**src/rtl/smb_blkbuf_pkg.sv**
```systemverilog
package smb_blkbuf_pkg;

  localparam int BYTE_W = 8;
  localparam int AUX_PEC_BIT = 0;
  localparam int AUX_BUF_BIT = 1;

  typedef enum logic [1:0] {
    REG_CTRL  = 2'd0,
    REG_COUNT = 2'd1,
    REG_PORT  = 2'd2,
    REG_AUX   = 2'd3
  } regSel_e;

  // strobes from control to datapath
  typedef struct packed {
    logic              idxClr;
    logic              bufWr;
    logic              idxInc;
    logic [BYTE_W-1:0] wrByte;
  } bufCmd_t;

endpackage

```
**src/rtl/smb_blkbuf_dp.sv**
```systemverilog
module smb_blkbuf_dp
  import smb_blkbuf_pkg::*;
#(
  parameter int DEPTH = 32,
  localparam int AW = $clog2(DEPTH),
  localparam int IW = $clog2(DEPTH + 1)
) (
  input  logic              clk,
  input  logic              rstN,
  input  bufCmd_t           cmd,
  output logic [IW-1:0]     idx,
  output logic              atEnd,
  output logic [BYTE_W-1:0] curByte
);

  logic [BYTE_W-1:0] mem [DEPTH];
  logic [AW-1:0]     rdAddr;
  logic [AW-1:0]     wrAddr;

  assign atEnd  = (idx == IW'(DEPTH));
  assign wrAddr = idx[AW-1:0];
  assign rdAddr = atEnd ? AW'(DEPTH - 1) : idx[AW-1:0];
  assign curByte = mem[rdAddr];

  // storage is not reset; contents are defined only after being written
  always_ff @(posedge clk) begin
    if (cmd.bufWr && !atEnd) mem[wrAddr] <= cmd.wrByte;
  end

  always_ff @(posedge clk) begin
    if (!rstN)               idx <= '0;
    else if (cmd.idxClr)     idx <= '0;
    else if (cmd.idxInc && !atEnd) idx <= idx + IW'(1);
  end

  p_idx_bound_r7: assert property (@(posedge clk) disable iff (!rstN)
    idx <= IW'(DEPTH));

  p_idx_clear_r3: assert property (@(posedge clk) disable iff (!rstN)
    cmd.idxClr |=> (idx == '0));

  p_idx_step_r2: assert property (@(posedge clk) disable iff (!rstN)
    (!cmd.idxClr && cmd.idxInc && !atEnd) |=> (idx == $past(idx) + IW'(1)));

  p_no_wrap_r7: assert property (@(posedge clk) disable iff (!rstN)
    (!cmd.idxClr && atEnd) |=> atEnd);

endmodule

```
**src/rtl/smb_blkbuf_ctrl.sv**
```systemverilog
module smb_blkbuf_ctrl
  import smb_blkbuf_pkg::*;
#(
  parameter int DEPTH = 32,
  parameter bit SUPPORT_BUF = 1'b1,
  localparam int IW = $clog2(DEPTH + 1),
  localparam int CMPW = (IW > BYTE_W) ? IW : BYTE_W
) (
  input  logic              clk,
  input  logic              rstN,
  input  logic [1:0]        cpuAddr,
  input  logic              cpuWr,
  input  logic              cpuRd,
  input  logic [BYTE_W-1:0] cpuWdata,
  output logic [BYTE_W-1:0] cpuRdata,
  output logic              pecEn,
  output logic              bufModeEn,
  input  logic              busPush,
  input  logic [BYTE_W-1:0] busPushData,
  input  logic              busPop,
  output logic              busEmpty,
  input  logic              busCntLoad,
  input  logic [BYTE_W-1:0] busCntData,
  input  logic [IW-1:0]     idx,
  input  logic              atEnd,
  input  logic [BYTE_W-1:0] curByte,
  output bufCmd_t           cmd
);

  regSel_e           sel;
  logic [BYTE_W-1:0] count;
  logic              auxPec;
  logic              auxBuf;
  logic              portWr;
  logic              portAcc;
  logic              ctrlRd;
  logic              cpuBusy;
  logic              pushOk;
  logic              popOk;
  logic [CMPW-1:0]   idxExt;
  logic [CMPW-1:0]   cntExt;

  assign sel     = regSel_e'(cpuAddr);
  assign portWr  = cpuWr && (sel == REG_PORT);
  assign portAcc = (cpuWr || cpuRd) && (sel == REG_PORT);
  assign ctrlRd  = cpuRd && (sel == REG_CTRL);
  assign cpuBusy = portAcc || ctrlRd;

  assign idxExt   = CMPW'(idx);
  assign cntExt   = CMPW'(count);
  assign busEmpty = atEnd || (idxExt >= cntExt);

  // CPU access to the index has priority over the engine in the same cycle
  assign pushOk = busPush && !cpuBusy;
  assign popOk  = busPop && !busEmpty && !cpuBusy;

  always_comb begin
    cmd        = '0;
    cmd.idxClr = ctrlRd;
    cmd.bufWr  = portWr || pushOk;
    cmd.wrByte = portWr ? cpuWdata : busPushData;
    cmd.idxInc = (portAcc && auxBuf) || pushOk || popOk;
  end

  always_ff @(posedge clk) begin
    if (!rstN)                          count <= '0;
    else if (cpuWr && sel == REG_COUNT) count <= cpuWdata;
    else if (busCntLoad)                count <= busCntData;
  end

  always_ff @(posedge clk) begin
    if (!rstN)                        auxPec <= 1'b0;
    else if (cpuWr && sel == REG_AUX) auxPec <= cpuWdata[AUX_PEC_BIT];
  end

  generate
    if (SUPPORT_BUF) begin : g_bufMode
      always_ff @(posedge clk) begin
        if (!rstN)                        auxBuf <= 1'b0;
        else if (cpuWr && sel == REG_AUX) auxBuf <= cpuWdata[AUX_BUF_BIT];
      end
    end else begin : g_noBufMode
      assign auxBuf = 1'b0;
    end
  endgenerate

  assign pecEn     = auxPec;
  assign bufModeEn = auxBuf;

  always_comb begin
    cpuRdata = '0;
    if (cpuRd) begin
      unique case (sel)
        REG_CTRL:  cpuRdata = '0;
        REG_COUNT: cpuRdata = count;
        REG_PORT:  cpuRdata = curByte;
        REG_AUX: begin
          cpuRdata[AUX_PEC_BIT] = auxPec;
          cpuRdata[AUX_BUF_BIT] = auxBuf;
        end
        default:   cpuRdata = '0;
      endcase
    end
  end

  p_count_load_r4: assert property (@(posedge clk) disable iff (!rstN)
    (busCntLoad && !(cpuWr && sel == REG_COUNT)) |=> (count == $past(busCntData)));

  p_pop_empty_hold_r6: assert property (@(posedge clk) disable iff (!rstN)
    (busPop && busEmpty && !busPush && !cpuBusy) |=> $stable(idx));

  p_port_no_step_r9: assert property (@(posedge clk) disable iff (!rstN)
    (portAcc && !auxBuf && !busPush && !busPop && !ctrlRd) |=> $stable(idx));

endmodule

```
**src/rtl/smb_blkbuf.sv**
```systemverilog
module smb_blkbuf
  import smb_blkbuf_pkg::*;
#(
  parameter int DEPTH = 32,
  parameter bit SUPPORT_BUF = 1'b1
) (
  input  logic        clk,
  input  logic        rstN,
  input  logic [1:0]  cpuAddr,
  input  logic        cpuWr,
  input  logic        cpuRd,
  input  logic [7:0]  cpuWdata,
  output logic [7:0]  cpuRdata,
  output logic        pecEn,
  output logic        bufModeEn,
  input  logic        busPush,
  input  logic [7:0]  busPushData,
  input  logic        busPop,
  output logic [7:0]  busPopData,
  output logic        busEmpty,
  input  logic        busCntLoad,
  input  logic [7:0]  busCntData
);

  localparam int IW = $clog2(DEPTH + 1);

  bufCmd_t           cmd;
  logic [IW-1:0]     idx;
  logic              atEnd;
  logic [BYTE_W-1:0] curByte;

  assign busPopData = curByte;

  smb_blkbuf_ctrl #(.DEPTH(DEPTH), .SUPPORT_BUF(SUPPORT_BUF)) u_ctrl (
    .clk(clk), .rstN(rstN),
    .cpuAddr(cpuAddr), .cpuWr(cpuWr), .cpuRd(cpuRd),
    .cpuWdata(cpuWdata), .cpuRdata(cpuRdata),
    .pecEn(pecEn), .bufModeEn(bufModeEn),
    .busPush(busPush), .busPushData(busPushData),
    .busPop(busPop), .busEmpty(busEmpty),
    .busCntLoad(busCntLoad), .busCntData(busCntData),
    .idx(idx), .atEnd(atEnd), .curByte(curByte),
    .cmd(cmd)
  );

  smb_blkbuf_dp #(.DEPTH(DEPTH)) u_dp (
    .clk(clk), .rstN(rstN),
    .cmd(cmd),
    .idx(idx), .atEnd(atEnd), .curByte(curByte)
  );

endmodule

```
**config.mk**
```make
export PLATFORM = sky130hd
export DESIGN_NAME = smb_blkbuf
export DESIGN_NICKNAME = d
export VERILOG_FILES = /design/src/rtl/smb_blkbuf_pkg.sv /design/src/rtl/smb_blkbuf_dp.sv /design/src/rtl/smb_blkbuf_ctrl.sv /design/src/rtl/smb_blkbuf.sv
export SDC_FILE = /design/constraint.sdc
export NUM_CORES = 1
export LEC_CHECK = 0
export BUFFER_PORTS_ARGS = -buffer_cell sky130_fd_sc_hd__buf_2
export CAP_MARGIN = 40
export CORE_MARGIN = 5
export CORE_UTILIZATION = 55
export DETAILED_ROUTE_END_ITERATION = 8
export MAX_ROUTING_LAYER = met4
export PLACE_DENSITY_LB_ADDON = 0.2
export SLEW_MARGIN = 5
export SYNTH_ARGS = -nofsm -noshare
export SYNTH_HDL_FRONTEND = slang
export SYNTH_SLANG_ARGS = --single-unit
```
**constraint.sdc**
```tcl
create_clock -name clk -period 4.06 [get_ports clk]
set_clock_uncertainty 0.1 [all_clocks]
set_input_delay 0.203 -clock clk [delete_from_list [all_inputs] [get_ports clk]]
set_output_delay 0.203 -clock clk [all_outputs]
set_load 0.01 [all_outputs]
```
Yosys cells after proc, flatten, opt, wreduce, memory -nomap -nowiden. Memories as Yosys holds them, arrays and structs flattened. Index checks and enable logic that the tools add are counted.

Memories kept: 1. Input port bits: 33. Register bits: 16. Memory bits (writable): 256. Logic and storage cells: 44.

Memory list: u_dp.mem (depth 32, bits a word 8, read ports 1, clocked after memory_dff 0, wr ports 1, RTL line smb_blkbuf_dp.sv:16) `logic [BYTE_W-1:0] mem [DEPTH];`.

Order comparisons: 1. Bitwise gates (word level): 1. Reduce and logical (&&, ||, !) cells: 23. Equality and inequality tests: 4. Muxes and demuxes: 9. $add $sub $neg: 1.

Operators by type and width (number): $mux 8 (4); $pmux 6 s2 (1); $logic_and 1x1->1 (11); $ge 6x8->1 (1); $pmux 2 s4 (1); $add 6x1->6 const B (1); $eq 6x6->1 const B (1); $logic_or 1x1->1 (6); $mux 5 (1); $eq 2x2->1 const B (2); $logic_not 1->1 (3); $eq 2x1->1 const B (1); $logic_not 2->1 (1); $mux 1 (2); $reduce_bool 2->1 (1); $reduce_or 2->1 (1); $not 1->1 (1).

Longest topological paths before layout. Gate-level depths: netlist of run 1.

Depth in word-level cells: 9. Mapped depth: 12. Depth with buffers taken out: 8.

Cells and area by module. Synthesis of run 1 repeated with hierarchy kept, for this count alone.

Cell total of the unflattened synthesis: 819. Area total of the unflattened synthesis: 11890.2 µm².

By module, submodules not included: smb_blkbuf_dp (seq. area each 7807.5 µm², cells an instance 703, times used 1, area an instance 10943.0 µm²); smb_blkbuf_ctrl (seq. area each 200.2 µm², cells an instance 116, times used 1, area an instance 947.2 µm²).

Worst setup path before layout of run 1. No wires, ideal clock.

Path type: register to register. Start: register u_dp.idx[1]. End: memory u_dp.mem[11][0], enable pin. Data required time: 3.577 ns. Stages on the path, launching flop included: 11. Setup time: 0.383 ns. Period minus slack after synthesis: 3.258 ns. Setup slack: 0.802 ns. Arrival time: 2.775 ns. Cell sequence: dfxtp_1 -> buf_2 -> buf_2 -> clkinv_1 -> ha_1 -> and2_1 -> clkbuf_1 -> nand2_1 -> clkbuf_1 -> nand2b_1 -> nor3_1.

Word-level cells in the longest chain between the ends: 5.

Ends and longest elaborated chain: start, declared (RTL line smb_blkbuf_dp.sv:11) `output logic [IW-1:0] idx,`; start signal, assigned (RTL line smb_blkbuf_dp.sv:33) `else if (cmd.idxInc && !atEnd) idx <= idx + IW'(1);`; $eq 6x6->1 (RTL line smb_blkbuf_dp.sv:20) `assign atEnd = (idx == IW'(DEPTH));`; $logic_not 1->1 (RTL line smb_blkbuf_dp.sv:27) `if (cmd.bufWr && !atEnd) mem[wrAddr] <= cmd.wrByte;`; $logic_and 1x1->1 (RTL line smb_blkbuf_dp.sv:27); $mux 1 (RTL line smb_blkbuf_dp.sv:27); $mux 1 (implied by the code) (RTL line smb_blkbuf_dp.sv:27); end, declared (RTL line smb_blkbuf_dp.sv:16).

Parallel ways exist; a longest one is shown, timed or not.

Worst setup path in the final report of run 1.
Start: register u_dp.idx[3]. End: output busPopData[1].

Word-level cells in the longest chain between the ends: 3.

Ends and longest elaborated chain: $eq 6x6->1 (RTL line smb_blkbuf_dp.sv:20); $mux 5 (*) (RTL line smb_blkbuf_dp.sv:22) `assign rdAddr = atEnd ? AW'(DEPTH - 1) : idx[AW-1:0];`; $mem_v2 32x8 (*); end, declared (RTL line smb_blkbuf.sv:19) `output logic [7:0] busPopData,`.

Mark *: on every way between the ends. The rest lies on a longest branch, timed or not.

==> results.cfg, run 1 <==
[job]
drv_cap = 0

[synth]
synth_common_cells = 256 x edfxtp_1, 56 x nand2_1, 50 x nor2_1
async_flop_share = 0
synth_cell_types = 59
synth_nets = 882
yosysMostFrequentCell = edfxtp_1
synth_area_leaders = edfxtp_1 64%, mux4_2 3.2%, mux2_2 3.0%
synth_edf_count = 256
ys_ff_latch = 272
synth_area_mm2 = 0.0120
ys.flop_type = edfxtp_1
syn_avg_cell_area_um2 = 14.4
yosysSeqAreaShare = 0.668
ys_warn_count = 0
synth_top_area_share = 0.641
syn_inst = 834
synth_top_cell_by_area = edfxtp_1

[power]
pwr_density_cell_mw_per_mm2 = 456
fin_total_pwr_mw = 6.25
p_leak_nw = 4.68
vdd_ir_drop_max_uv = 372

[timing]
fin_crit_ns = 3.89
rsz0062_at_grt = no
setup_viol = 0
slew_headroom = 0.397
setup_tns_ns = 0
hold_viol_final = 0
tightest_slew_ns = 0.898
fin_crit_sh = 0.957
setup_slack_ns = 0.174
slew_violations = 0
max_freq_mhz = 257

[placement]
io_buffers = 51
gp_congestion = 0.996
hpwl_um = 20400
detailedPlace.worstSlack_ns = 0.751
place_area_mm2 = 0.0127

[finish]
fin_util = 0.635
diodes = 0
ff_latch_area_mm2 = 0.00802
layout-drive-gt1-share = 0.206
area_growth_pct = 14.5
nFillCells = 1586
final_net_count = 968
multiInputGateArea_mm2 = 0.00368
finalInstanceArea_mm2 = 0.0137

[setup_path]
reg2reg_slack_ns = 0.65
cp_max_fo = 16
r2r-end = u_dp.mem[26][2]
critical_path_arrival_ns = 3.58
endpoint = busPopData[1]
r2r_start = u_dp.idx[1]
worstRegToRegCells = 9
cpMaxStageDelayCell = or3_1
start_kind = flop
crit_path_start = u_dp.idx[3]
path_cells = or3_1 -> buf_4 -> o21ai_4 -> mux2i_1 -> a22oi_1 -> o21ai_0 -> a21bo_2 -> buf_2
cp.required_ns = 3.76
end_kind = output pin
worstSetupPathType = reg2out
slowest_delay_ns = 0.63

[global_route]
antenna_found_initial = 0
grt-busiest-layer = met2
met1_usage = 0.369
gr-total-overflow = 0
grt_max_degree = 80
grtUsageTotal = 0.264
grt_pass1_wl_um = 47800
grt_pass1_vias = 7803
met3_usage = 0.0465
use_met2 = 0.389

[clock_network]
htreeDepth = 1
cts_tree = done
cts_made_buffers = 28
ctsRootBufferMaster = clkbuf_16
numClockSinks = 272
post_cts_buffers = 0
clk_path_buf_depth = 3
path_clk_slew_ns = 0.06
worstSkewPairLatency_ns = 0.53

[die]
io_pins = 52
die_y_um = 158
coreArea_mm2 = 0.0216
rows = 54
die_area_mm2 = 0.0249
start_util = 0.555
die_w_um = 158

[hold_path]
holdPathStages = 4
hold_class = in2reg

[route]
ant_nets = 0
drt_iter0_drc = 1074
dr.pass1.iters = 5
viasPerCell = 6.47
drc = 0
wl_per_cell_um = 26.1
wl_um = 31900
vias = 7909

[status]
status = finished clean
## state kept, by name, summed over array words and instances, names as in the netlist
signal and cells:
u_dp.mem 256, u_ctrl.cntExt 8, u_dp.idx 6, u_ctrl.bufModeEn 1
u_ctrl.pecEn 1
## timing repair
item,CTS,global route
endpoints found under the hold margin,11,0
endpoints found under the setup margin,0,1
hold buffers,19,0
resized for setup,0,1
## metal layers
layer / vias to the layer above / routed length [µm]
met3: 100 / 2930
met5: - / 0
li1: 3451 / -
met2: 447 / 14200
met4: 0 / 1480
met1: 3911 / 13300
## stage by stage
| step | hold WS [ns] | std cells |
|---|---|---|
| after floorplan | 0.252 | 834 |
| after global routing | 0.0351 | 1222 |
| final | 0.0125 | 1222 |
| after detailed placement | 0.365 | 1151 |
| after CTS | 0.00362 | 1222 |
| after global placement | 0.361 | 1151 |
## how the worst min path moves through the flow
stage | slack, ns | from | endpoint
final | 0.01 | cpuRd | u_dp.idx[0]
after global routing | 0.04 | cpuRd | u_dp.idx[0]
after CTS | 0.004 | cpuRd | u_dp.idx[0]
after detailed placement | 0.37 | cpuWdata[7] | u_ctrl.cntExt[7]
after global placement | 0.36 | cpuWdata[4] | u_ctrl.cntExt[4]
after floorplan | 0.25 | rstN | u_dp.idx[0]
## worst max-delay path: cells and delay by family, from the launching register on
| kind | cells | cell delay (ns) |
|---|---|---|
| simple gates | 1 | 0.63 |
| buf+inv | 2 | 0.40 |
| flops | 1 | 0.53 |
| mux | 1 | 0.24 |
| compound gates | 4 | 1.25 |
## cell usage in the layout, fill, tap and decap left out, types with 8 or more instances in the layout
master	instances
a211oi_1	10
a21oi_1	26
a22oi_1	9
a2bb2oi_1	8
buf_2	51
buf_4	41
clkbuf_16	29
clkinv_1	8
dfxtp_1	14
dlygate4sd3_1	19
edfxtp_1	256
ha_1	15
inv_1	12
mux2_2	32
mux2i_1	35
mux4_2	17
nand2_1	56
nand2b_1	13
nand3_1	15
nor2_1	50
nor2b_1	14
nor3_1	22
o2111ai_1	10
o211a_1	11
o211ai_1	19
o21ai_0	33
o221ai_1	22
## cell type report
class | instances | share of cell area
Tap cell | 280 | 0.0255
Clock buffer | 34 | 0.0542
Sequential cell | 272 | 0.584
Multi-Input combinational cell | 493 | 0.268
Clock inverter | 18 | 0.00884
Timing Repair Buffer | 112 | 0.0563
Inverter | 13 | 0.00355
## report_power, final
part / total [mW] / internal (mW) / switching (mW)
Sequential: 3.13 / 3.12 / 0.0137
Clock: 2.39 / 1.37 / 1.03
Combinational: 0.731 / 0.264 / 0.466
## kinds of logic (layout without fill, tap and decap cells)
logic type                 count (synthesis)  after routing  share of synthesized area
and+or+nand+nor                          193            193                     0.0757
buffers and inverters                     69            177                     0.0262
AOI/OAI and AO/OA                        200            200                      0.122
muxes                                     85             85                     0.0924
adders and majority gates                 15             15                     0.0156
DFF                                      272            272                      0.668
Note: power is estimated with default switching activity, not from simulation.
==> inputs of run 2 (changes only) <==
- CORE_UTILIZATION: 55 -> 60
==> results.cfg, run 2 (synthesis results as in run 1) <==
[global_route]
grt_pass1_vias = 7830
grt_max_degree = 60
antenna_found_initial = 0
grtUsageTotal = 0.294
gr-total-overflow = 0
grt_pass1_wl_um = 48400

[route]
viasPerCell = 6.67
drc = 0
drt_iter0_drc = 815
wl_um = 32300
wirelength_met1_um = 13000
vias = 7946
routed-wl-met3_um = 3400
wl_met2_um = 15000
dr.pass1.iters = 5
top_layer = met4
ant_nets = 0
wl_per_cell_um = 27.1

[finish]
nFillCells = 1330
largest_reg_flops = 256
top_register = u_dp.mem
area_growth_pct = 14.3
diodes = 0
final_net_count = 956
finalInstanceArea_mm2 = 0.0137
multiInputGateArea_mm2 = 0.00367
layout_commonest_cell = edfxtp_1
layout-drive-gt1-share = 0.198
layout_common_cells = 256 x edfxtp_1, 56 x nand2_1, 51 x buf_2, 50 x nor2_1, 35 x mux2i_1
ff_latch_area_mm2 = 0.00802

[setup_path]
r2r-end = u_dp.mem[21][3]
r2r_start = u_dp.idx[1]
end_kind = output pin
cp.required_ns = 3.76
worstRegToRegCells = 8
reg2reg_slack_ns = 0.90
endpoint = cpuRdata[5]
critical_path_arrival_ns = 3.62
cp_max_fo = 37
crit_path_start = u_dp.idx[1]
start_kind = flop
worstSetupPathType = reg2out

[die]
coreArea_mm2 = 0.0196
rows = 51
io_pins = 52
die_y_um = 151
start_util = 0.612
die_area_mm2 = 0.0229
die_w_um = 151

[status]
status = finished clean

[placement]
gp_congestion = 0.966
place_area_mm2 = 0.0125
hpwl_um = 20400
detailedPlace.worstSlack_ns = 0.703
io_buffers = 51

[power]
vdd_ir_drop_max_uv = 350
p_leak_nw = 4.67
pwr_density_cell_mw_per_mm2 = 474
fin_total_pwr_mw = 6.51

[clock_network]
cts_made_buffers = 28
clk_path_buf_depth = 3
cts_tree = done
htreeDepth = 1
post_cts_buffers = 0
worstSkewPairLatency_ns = 0.54
numClockSinks = 272
path_clk_slew_ns = 0.06
ctsRootBufferMaster = clkbuf_16

[timing]
setup_viol = 0
tightest_slew_ns = 0.889
setup_tns_ns = 0
hold_viol_final = 0
fin_crit_ns = 3.92
slew_violations = 0
slew_headroom = 0.403
fin_crit_sh = 0.967
holdWs_ns = 0.209
max_freq_mhz = 255
rsz0062_at_grt = no
setup_slack_ns = 0.135

[job]
drv_cap = 0

[hold_path]
hold_class = in2reg
-- run 2: cell types whose count changed in the layout (fill, tap and decap cells not counted), sizes merged --
cell         previous run  this run
buf                    93        79
bufinv                  1         4
clkbuf                 34        36
clkinv                 15         9
clkinvlp                3         1
dlygate4sd3            19        21
-- run 2: area by class of cell --
type | instances | area share
clock inverter | 13 | 0.0129
inverter | 13 | 0.00356
sequential | 272 | 0.584
timing repair buffer | 100 | 0.0495
multi-input combinational | 493 | 0.268
clock buffer | 36 | 0.0577
tap | 265 | 0.0242
-- run 2: critical path, stage by stage, from the launching register on --
cell	delay, ns
dfxtp_4	0.34
buf_4	0.39
nor2b_1	0.66
nand2_1	0.44
o221ai_1	0.47
a32o_1	0.32
o21ai_0	0.10
o21bai_1	0.18
buf_2	0.16
-- run 2: timing repair --
action / 4_1_cts / 5_1_grt
hold buffers: 21 / 0
setup endpoints to repair: 0 / 7
gates resized for setup: 0 / 1
endpoints found under the hold margin: 11 / 0
-- run 2: stage by stage --
step           cells   util
6_report        1192  0.700
5_1_grt         1192  0.700
4_1_cts         1192  0.700
3_5_place_dp    1122  0.640
3_3_place_gp    1121  0.639
2_1_floorplan    834      -
-- run 2: layer usage --
metal / up-vias / track usage
met1: 3991 / 0.397
met3: 62 / 0.0766
met2: 468 / 0.445
met4: 0 / 0.0911
li1: 3425 / -
met5: - / -
-- run 2: report_power, final --
group          internal (mW)  switching, mW
sequential              3.12         0.0122
clock                   1.62           1.04
combinational          0.257          0.463
-- run 2: worst min path at each step --
stage,from,endpoint,slack [ns],depth (start not counted)
CTS,cpuAddr[1],u_ctrl.pecEn,0.15,4
global placement,cpuWdata[3],u_ctrl.cntExt[3],0.36,2
global route,cpuAddr[1],u_ctrl.pecEn,0.20,4
floorplan,rstN,u_dp.idx[0],0.25,2
finish,cpuAddr[1],u_ctrl.pecEn,0.21,4
detailed placement,cpuWdata[2],u_ctrl.cntExt[2],0.36,2
==> inputs of run 3 (changes only) <==
- ABC_CLOCK_PERIOD_IN_PS: not set -> 4059
- RECOVER_POWER: not set -> 100
==> results.cfg, run 3 (synthesis results as in run 1) <==
[global_route]
grt-busiest-layer = met2
met3_usage = 0.0766
grt_pass1_wl_um = 48400
gr-total-overflow = 0
antenna_found_initial = 0
grt_pass1_vias = 7830
grt_max_degree = 60
met1_usage = 0.397
grtUsageTotal = 0.294
use_met2 = 0.445

[power]
internal_power_mw = 4.99
p_comb_frac = 0.110
switchingPower_mw = 1.51
seq_power_share = 0.481
swShare = 0.233
vdd_ir_drop_max_uv = 349
p_clk_frac = 0.409
p_leak_nw = 4.55
pwr_density_cell_mw_per_mm2 = 477
fin_total_pwr_mw = 6.50

[finish]
nFillCells = 1357
largest_reg_flops = 256
diodes = 0
top_register = u_dp.mem
layout_common_cells = 256 x edfxtp_1, 56 x nand2_1, 51 x nor2_1, 35 x mux2i_1
finalInstanceArea_mm2 = 0.0136
final_net_count = 956
area_growth_pct = 13.7
fin_util = 0.696
layout_commonest_cell = edfxtp_1
layout-drive-gt1-share = 0.156

[route]
wl_um = 32500
viasPerCell = 6.66
drc = 0
wl_per_cell_um = 27.2
ant_nets = 0
drt_iter0_drc = 911
dr.pass1.iters = 6
vias = 7936

[setup_path]
crit_family = simple AND/OR/NAND/NOR gates
path_cells = buf_4 -> nor2b_1 -> nand2_1 -> o221ai_1 -> a32o_1 -> o21ai_0 -> o21bai_1 -> clkbuf_1
worstSetupPathType = reg2out
start_kind = flop
end_kind = output pin
cp_max_fo = 37
cpMaxStageDelayCell = nor2b_1
cp.buffers_inverters = 2
slowest_delay_ns = 0.64
cp.required_ns = 3.76
critical_path_arrival_ns = 3.59

[timing]
max_freq_mhz = 257
slew_violations = 0
hold_viol_final = 0
tightest_slew_ns = 1.50
fin_crit_ns = 3.89
fin_crit_sh = 0.959
slew_headroom = 0.00208
holdWs_ns = 0.209
setup_viol = 0
rsz0062_at_grt = no
setup_tns_ns = 0

[placement]
gp_congestion = 0.966
hpwl_um = 20400
place_area_mm2 = 0.0125
io_buffers = 51

[clock_network]
worstSkewPairLatency_ns = 0.54
path_clk_slew_ns = 0.06
cts_made_buffers = 28
post_cts_buffers = 0
ctsRootBufferMaster = clkbuf_16
clk_path_buf_depth = 3
numClockSinks = 272
cts_tree = done
htreeDepth = 1

[die]
start_util = 0.612
rows = 51
die_area_mm2 = 0.0229
coreArea_mm2 = 0.0196
die_y_um = 151
die_w_um = 151
io_pins = 52

[hold_path]
hold_class = in2reg

[job]
drv_cap = 0

[status]
status = finished clean
[run 3: worst paths after layout]
path                 from               to  slack [ns]  cells after the start
max           u_dp.idx[1]      cpuRdata[5]        0.17                      8
max reg2reg   u_dp.idx[2]  u_dp.mem[31][1]        0.46                      6
min reg2reg  u_ctrl.pecEn     u_ctrl.pecEn        0.47                      2
min            cpuAddr[1]     u_ctrl.pecEn        0.21                      4
[run 3: power groups by stage]
stage	Sequential [mW]	Combinational [mW]	Clock (mW)
global route	3.13	0.760	2.82
CTS	3.13	0.708	2.68
finish	3.13	0.713	2.66
floorplan	3.18	0.453	0
global placement	3.18	0.672	0
detailed placement	3.19	0.686	0
[run 3: worst reg2reg max path, delay by kind of cell (launching register included)]
family | cells | cell delay (ns)
buffers and inverters | 2 | 1.28
DFF | 1 | 0.32
and+or+nand+nor | 4 | 1.52
[run 3: repair_timing]
action / CTS / global route
gates resized for setup: 0 / 1
endpoints found under the hold margin: 11 / 0
setup endpoints to repair: 0 / 7
hold buffers: 21 / 0
[run 3: metal layers]
metal	vias to the layer above	routed length, µm
li1	3423	-
met1	3966	13000
met2	491	15100
met3	56	3550
met4	0	811
met5	-	0
[run 3: metrics by stage]
step | cells | setup slack, ns
global route | 1192 | 0.0184
finish | 1192 | 0.167
floorplan | 834 | 0.802
detailed placement | 1122 | 0.703
global placement | 1121 | 0.681
CTS | 1192 | 0.126
[run 3: final cells by class]
cell class / instances / area, µm² / share of cell area
clock buffers: 36 / 791 / 0.0580
clock inverters: 13 / 176 / 0.0129
inverters: 13 / 48.8 / 0.00358
multi-input cells: 493 / 3660 / 0.269
flip-flops and latches: 272 / 8020 / 0.588
well taps: 265 / 332 / 0.0243
repair buffers: 100 / 606 / 0.0444
